`src/rtl/cla16_pkg.sv`:
```
package cla16_pkg;
    localparam int GRP_W  = 4;
    localparam int GRP_N  = 4;
    localparam int ADD_W  = GRP_W * GRP_N;
    localparam int TERM_W = (GRP_W > GRP_N) ? GRP_W : GRP_N;

    typedef struct packed {
        logic gen;
        logic prop;
    } grp_pg_t;

    // Flat sum-of-products carry into position k:
    // OR over j<k of g[j] & p[j+1..k-1], plus c0 & p[0..k-1].
    function automatic logic sop_carry(input logic [TERM_W-1:0] g,
                                       input logic [TERM_W-1:0] p,
                                       input logic c0,
                                       input int k);
        logic acc;
        logic prod;
        acc  = 1'b0;
        prod = c0;
        for (int m = 0; m < TERM_W; m++) begin
            if (m < k) prod = prod & p[m];
        end
        acc = acc | prod;
        for (int j = 0; j < TERM_W; j++) begin
            if (j < k) begin
                prod = g[j];
                for (int m = 0; m < TERM_W; m++) begin
                    if (m > j && m < k) prod = prod & p[m];
                end
                acc = acc | prod;
            end
        end
        return acc;
    endfunction
endpackage

```
`src/rtl/cla16_bit_pg.sv`:
```
module cla16_bit_pg
    import cla16_pkg::*;
#(
    parameter int W = ADD_W
) (
    input  logic [W-1:0] a,
    input  logic [W-1:0] b,
    output logic [W-1:0] gen,
    output logic [W-1:0] prop,
    output logic [W-1:0] half
);
    for (genvar i = 0; i < W; i++) begin : g_bit
        assign gen[i]  = a[i] & b[i];
        assign prop[i] = a[i] | b[i];
        assign half[i] = a[i] ^ b[i];
    end
endmodule

```
`src/rtl/cla16_group.sv`:
```
module cla16_group
    import cla16_pkg::*;
#(
    parameter int W = GRP_W
) (
    input  logic [W-1:0] gen,
    input  logic [W-1:0] prop,
    input  logic [W-1:0] half,
    input  logic         c_in,
    output grp_pg_t      grp,
    output logic [W-1:0] s
);
    typedef struct packed {
        logic [W-1:0] carry;
        logic         gen;
        logic         prop;
    } grp_res_t;

    grp_res_t res_d;
    logic [TERM_W-1:0] g_ext;
    logic [TERM_W-1:0] p_ext;

    always_comb begin
        g_ext = '0;
        p_ext = '0;
        g_ext[W-1:0] = gen;
        p_ext[W-1:0] = prop;
        for (int k = 0; k < W; k++) begin
            res_d.carry[k] = sop_carry(g_ext, p_ext, c_in, k);
        end
        res_d.gen  = sop_carry(g_ext, p_ext, 1'b0, W);
        res_d.prop = &prop;
    end

    assign grp.gen  = res_d.gen;
    assign grp.prop = res_d.prop;
    assign s        = half ^ res_d.carry;
endmodule

```
`src/rtl/cla16_lookahead.sv`:
```
module cla16_lookahead
    import cla16_pkg::*;
#(
    parameter int N = GRP_N
) (
    input  grp_pg_t [N-1:0] grp,
    input  logic            cin,
    output logic [N:0]      carry
);
    logic [TERM_W-1:0] g_ext;
    logic [TERM_W-1:0] p_ext;
    logic [N:0]        carry_d;

    always_comb begin
        g_ext = '0;
        p_ext = '0;
        for (int i = 0; i < N; i++) begin
            g_ext[i] = grp[i].gen;
            p_ext[i] = grp[i].prop;
        end
        for (int k = 0; k <= N; k++) begin
            carry_d[k] = sop_carry(g_ext, p_ext, cin, k);
        end
    end

    assign carry = carry_d;
endmodule

```
`src/rtl/cla16_adder.sv`:
```
module cla16_adder
    import cla16_pkg::*;
(
    input  logic [ADD_W-1:0] a,
    input  logic [ADD_W-1:0] b,
    input  logic             cin,
    output logic [ADD_W-1:0] sum,
    output logic             cout
);
    logic [ADD_W-1:0]    bit_gen;
    logic [ADD_W-1:0]    bit_prop;
    logic [ADD_W-1:0]    bit_half;
    grp_pg_t [GRP_N-1:0] grp_pg;
    logic [GRP_N:0]      grp_carry;

    cla16_bit_pg #(.W(ADD_W)) u_pg (
        .a    (a),
        .b    (b),
        .gen  (bit_gen),
        .prop (bit_prop),
        .half (bit_half)
    );

    for (genvar k = 0; k < GRP_N; k++) begin : g_grp
        cla16_group #(.W(GRP_W)) u_grp (
            .gen  (bit_gen[k*GRP_W +: GRP_W]),
            .prop (bit_prop[k*GRP_W +: GRP_W]),
            .half (bit_half[k*GRP_W +: GRP_W]),
            .c_in (grp_carry[k]),
            .grp  (grp_pg[k]),
            .s    (sum[k*GRP_W +: GRP_W])
        );
    end

    cla16_lookahead #(.N(GRP_N)) u_la (
        .grp   (grp_pg),
        .cin   (cin),
        .carry (grp_carry)
    );

    assign cout = grp_carry[GRP_N];
endmodule

```
`config.mk`:
```
export PLATFORM = sky130hd
export DESIGN_NAME = cla16_adder
export DESIGN_NICKNAME = d
export VERILOG_FILES = /design/src/rtl/cla16_pkg.sv /design/src/rtl/cla16_bit_pg.sv /design/src/rtl/cla16_group.sv /design/src/rtl/cla16_lookahead.sv /design/src/rtl/cla16_adder.sv
export SDC_FILE = /design/constraint.sdc
export NUM_CORES = 1
export LEC_CHECK = 0
export BUFFER_PORTS_ARGS = -buffer_cell sky130_fd_sc_hd__buf_2
export CAP_MARGIN = 0
export CORE_MARGIN = 5
export CORE_UTILIZATION = 56
export DETAILED_ROUTE_END_ITERATION = 8
export PLACE_DENSITY = 0.89
export SKIP_LAST_GASP = 1
export SYNTH_ARGS = -nofsm -noshare
export SYNTH_HDL_FRONTEND = slang
export SYNTH_SLANG_ARGS = --single-unit
```
`constraint.sdc`:
```
create_clock -name vclk -period 5.7
set_input_delay 0.57 -clock vclk [all_inputs]
set_output_delay 0.57 -clock vclk [all_outputs]
set_load 0.02 [all_outputs]
```
### Word level (Yosys, flattened, before mapping)

Cells that the tools add are included.

* output and inout port bits: 17
* flip-flop bits (word level): 0
* word-level logic and storage cells: 148

* bitwise logic cells: 144
* reductions and logical operators: 4

Operators with widths (count)
* 1-bit AND: 62
* 1-bit OR: 62
* 4-bit AND reduction: 4
* 1-bit XOR: 16
* 4-bit XOR: 4

### Longest topological paths before layout

* depth after elaboration: 19
* depth in mapped cells: 8
* gate-level depth less buffers: 8

### Modules after synthesis

A second synthesis with hierarchy kept.

* cells, all modules: 146
* area, all modules: 1017.2 µm²

By module, submodules not included
* cla16_bit_pg: cells each 80, times used 1, area an instance 580.6 µm²
* cla16_group: cells each 15, times used 4, area an instance 97.6 µm²
* cla16_lookahead: cells each 6, times used 1, area an instance 46.3 µm²

### Least setup slack after synthesis

No wires, ideal clock.

* path type: in2out
* from: input a[3]
* to: output sum[13]
* path buffers: 0
* slack: 2.865 ns
* data arrival time: 2.265 ns
* stages: 8
* cells stage by stage: inv_1 -> ha_1 -> nor2_1 -> a221o_1 -> o211ai_2 -> nand3_1 -> fa_1 -> xor2_1

* cells in the longest elaborated chain, start to end: 13

RTL lines
* start: declaration: line cla16_adder.sv:4 `input logic [ADD_W-1:0] a,`
* 1-bit OR: line cla16_bit_pg.sv:14 `assign prop[i] = a[i] | b[i];`
* 1-bit AND: line cla16_pkg.sv:30 `if (m > j && m < k) prod = prod & p[m];`
* 1-bit OR (3 in series): line cla16_pkg.sv:32 `acc = acc | prod;`
* 1-bit AND (2 in series): line cla16_pkg.sv:30
* 1-bit OR (*) (3 in series): line cla16_pkg.sv:32
* 1-bit AND (*): line cla16_pkg.sv:23 `if (m < k) prod = prod & p[m];`
* 1-bit OR (*): line cla16_pkg.sv:32
* 4-bit XOR (*): line cla16_group.sv:37 `assign s = half ^ res_d.carry;`
* end: declaration: line cla16_adder.sv:7 `output logic [ADD_W-1:0] sum,`

Mark *: on every way between the ends. The rest lies on a longest branch, timed or not.

### Worst setup path in the final report

* from: input a[5]
* to: output sum[12]

* cells in the longest elaborated chain, start to end: 11

RTL lines (line)
* 1-bit OR: cla16_bit_pg.sv:14
* 1-bit AND (3 in series): cla16_pkg.sv:30
* 1-bit OR (3 in series): cla16_pkg.sv:32
* 1-bit AND: cla16_pkg.sv:30
* 1-bit OR (*) (2 in series): cla16_pkg.sv:32
* 4-bit XOR (*): cla16_group.sv:37

Marked as above.

==> impl_metrics.toml <==
[yosys]
netlist_instances = 159
ys_seq_area_share_pct = 0
synthTopCellsByCount = "inv_1 (40), ha_1 (32), nor2_1 (11)"
yosys-top-cells-area = "ha_1 (34%), inv_1 (13%), fa_1 (6.7%)"
synth_nets = 228
synth_cell_types = 39
avgSynthCellArea_um2 = 7.515
synth_warnings = 0
yosysMostFrequentCell = "inv_1"
synth_area_um2 = 1195
synth.largest_area_cell = "ha_1"
synth_top_area_share_pct = 33.51

[critical_path]
crit_slowest_cell = "nor4_1"
path_max_fanout = 6
crit_buf_inv = 3
cp-end-kind = "output port"
max_stage_delay_ns = 0.52
critPathTopFamily = "simple AND/OR/NAND/NOR gates"
critical_path_class = "input pin to output port"
cp-start-kind = "input pin"
arrival_ns = 2.47
path_cells = "buf_2 -> inv_1 -> ha_1 -> nor4_1 -> o211ai_2 -> nand3_1 -> fa_1 -> buf_2"
cp.required_ns = 5.13
crit_top_cell = "buf_2"

[cells_and_area]
num_antenna_cells = 0
area_delta_synth_final_pct = 23.77
nets = 280
drive_above_1_share_pct = 26.79
fillers = 171
seq_cells = 0
clock_buffer_count = 0
multi_input_area_um2 = 1045
fin_area_um2 = 1479
fin_util_pct = 73.88
register_area_um2 = 0

[global_route]
gr-total-overflow = 0
grt_max_degree = 7
grt_use_total_pct = 18.01
grt_pass1_wl_um = 4961
antenna_found_initial = 0
grt_pass1_vias = 1264

[place]
dpl_cell_area_um2 = 1479
place_congestion = 0.8662
io_buffers = 50
dp_hpwl_um = 2666

[die]
fp.dieW_um = 56.19
core_um2 = 2002
initial_core_util_pct = 59.69
io_pins = 50
rows = 16
die_area_um2 = 3157
die_y_um = 56.19

[worst_hold_path]
hp-class = "input pin to output port"
hp-start = "cin"
hold_path_depth = 3
holdPathEnd = "sum[0]"

[routing]
routed_wl_um = 2963
dr.first_iter.drc_count = 40
avgRoutedWirePerCell_um = 12.56
drc = 0
vias = 1289
avgViaCountPerCell = 5.462
drtAntennaViolNets = 0
drt_first_pass_iters = 4

[run]
maxCapViolCount = 0

[sta]
layout_min_cycle_time_ns = 3.045
hold_violations = 0
drv_slew = 0
max_freq_mhz = 328.4
rsz0062_at_grt = "no"
setup_tns_ns = 0
period_share_pct = 53.42
tightest_slew_ns = 0.5125
setup_violations = 0
maxSlewHeadroom_pct = 65.52

[clock_tree]
holdBufCountCts = 0
cts_setup_buffers = 0
postCtsResizedCells = 0

[power_and_ir_drop]
p_total_mw = 0.1679
power_density_nw_per_um2 = 113.5
leakagePower_nw = 0.8811
ir_drop_mv = 0.07623

[outcome]
status = "finished, final reports clean"
[worst max-delay path by stage]
stage          startpoint  endpoint  slack [ns]  cells after the start
6_report             a[5]   sum[12]        2.66                      8
3_5_place_dp         a[5]   sum[13]        2.66                      9
4_1_cts              a[5]   sum[13]        2.65                      9
5_1_grt              b[2]    sum[9]        2.51                     10
3_3_place_gp         a[3]   sum[13]        2.71                     10
2_1_floorplan        a[3]   sum[13]        2.86                      8
[cell type report]
type / instances / area share (%)
Multi-Input combinational cell: 119 / 70.64
Timing Repair Buffer: 50 / 16.92
Inverter: 40 / 10.15
Tap cell: 27 / 2.284
[metal layers]
layer / share of wire, % / wire (µm) / global-route usage (%) / vias up
met2: 56 / 1658 / 38.56 / 47
met5: 0 / 0 / 0 / -
li1: - / - / - / 634
met1: 38 / 1123 / 19.20 / 604
met3: 5.2 / 155 / 0.9281 / 4
met4: 0.88 / 26 / 1.695 / 0
[cell usage in the layout (no fill, tap or decap), types with 2 or more instances in the layout]
cell type   n
buf_2      50
inv_1      40
ha_1       32
nor2_1     11
a21oi_1     8
xor2_1      6
nand2b_1    5
nor3_1      4
nand2_1     4
nor4_1      4
a21o_1      4
fa_1        4
o21ai_0     3
nand3_1     3
nor3b_1     3
a221o_1     2
nor2b_1     2
nand3b_1    2
[worst min-delay path: cells and delay by family]
kind / cells / cell delay (ns)
fa+ha+maj: 1 / 0.16
buf+inv: 2 / 0.26
[where the power goes]
group	internal, mW	total [mW]	switching [mW]
clock	0	0	0
sequential	0	0	0
combinational	0.0671	0.168	0.101
total	0.0671	0.168	0.101
[stage by stage]
stage	std cells	setup WS, ns	hold slack (ns)
after floorplan	159	2.865	1.393
after global placement	236	2.708	1.533
after detailed placement	236	2.659	1.551
after CTS	236	2.652	1.552
after global routing	236	2.506	1.578
final	236	2.655	1.557
[cells by family after synthesis]
group,count (synthesis),synth area share (%)
and+or+nand+nor,44,20.21
adders and majority gates,36,40.21
xor gates and xnor gates,7,5.131
buffers and inverters,40,12.57
AOI/OAI and AO/OA,32,21.89
Note: power is estimated with default switching activity, not from simulation.
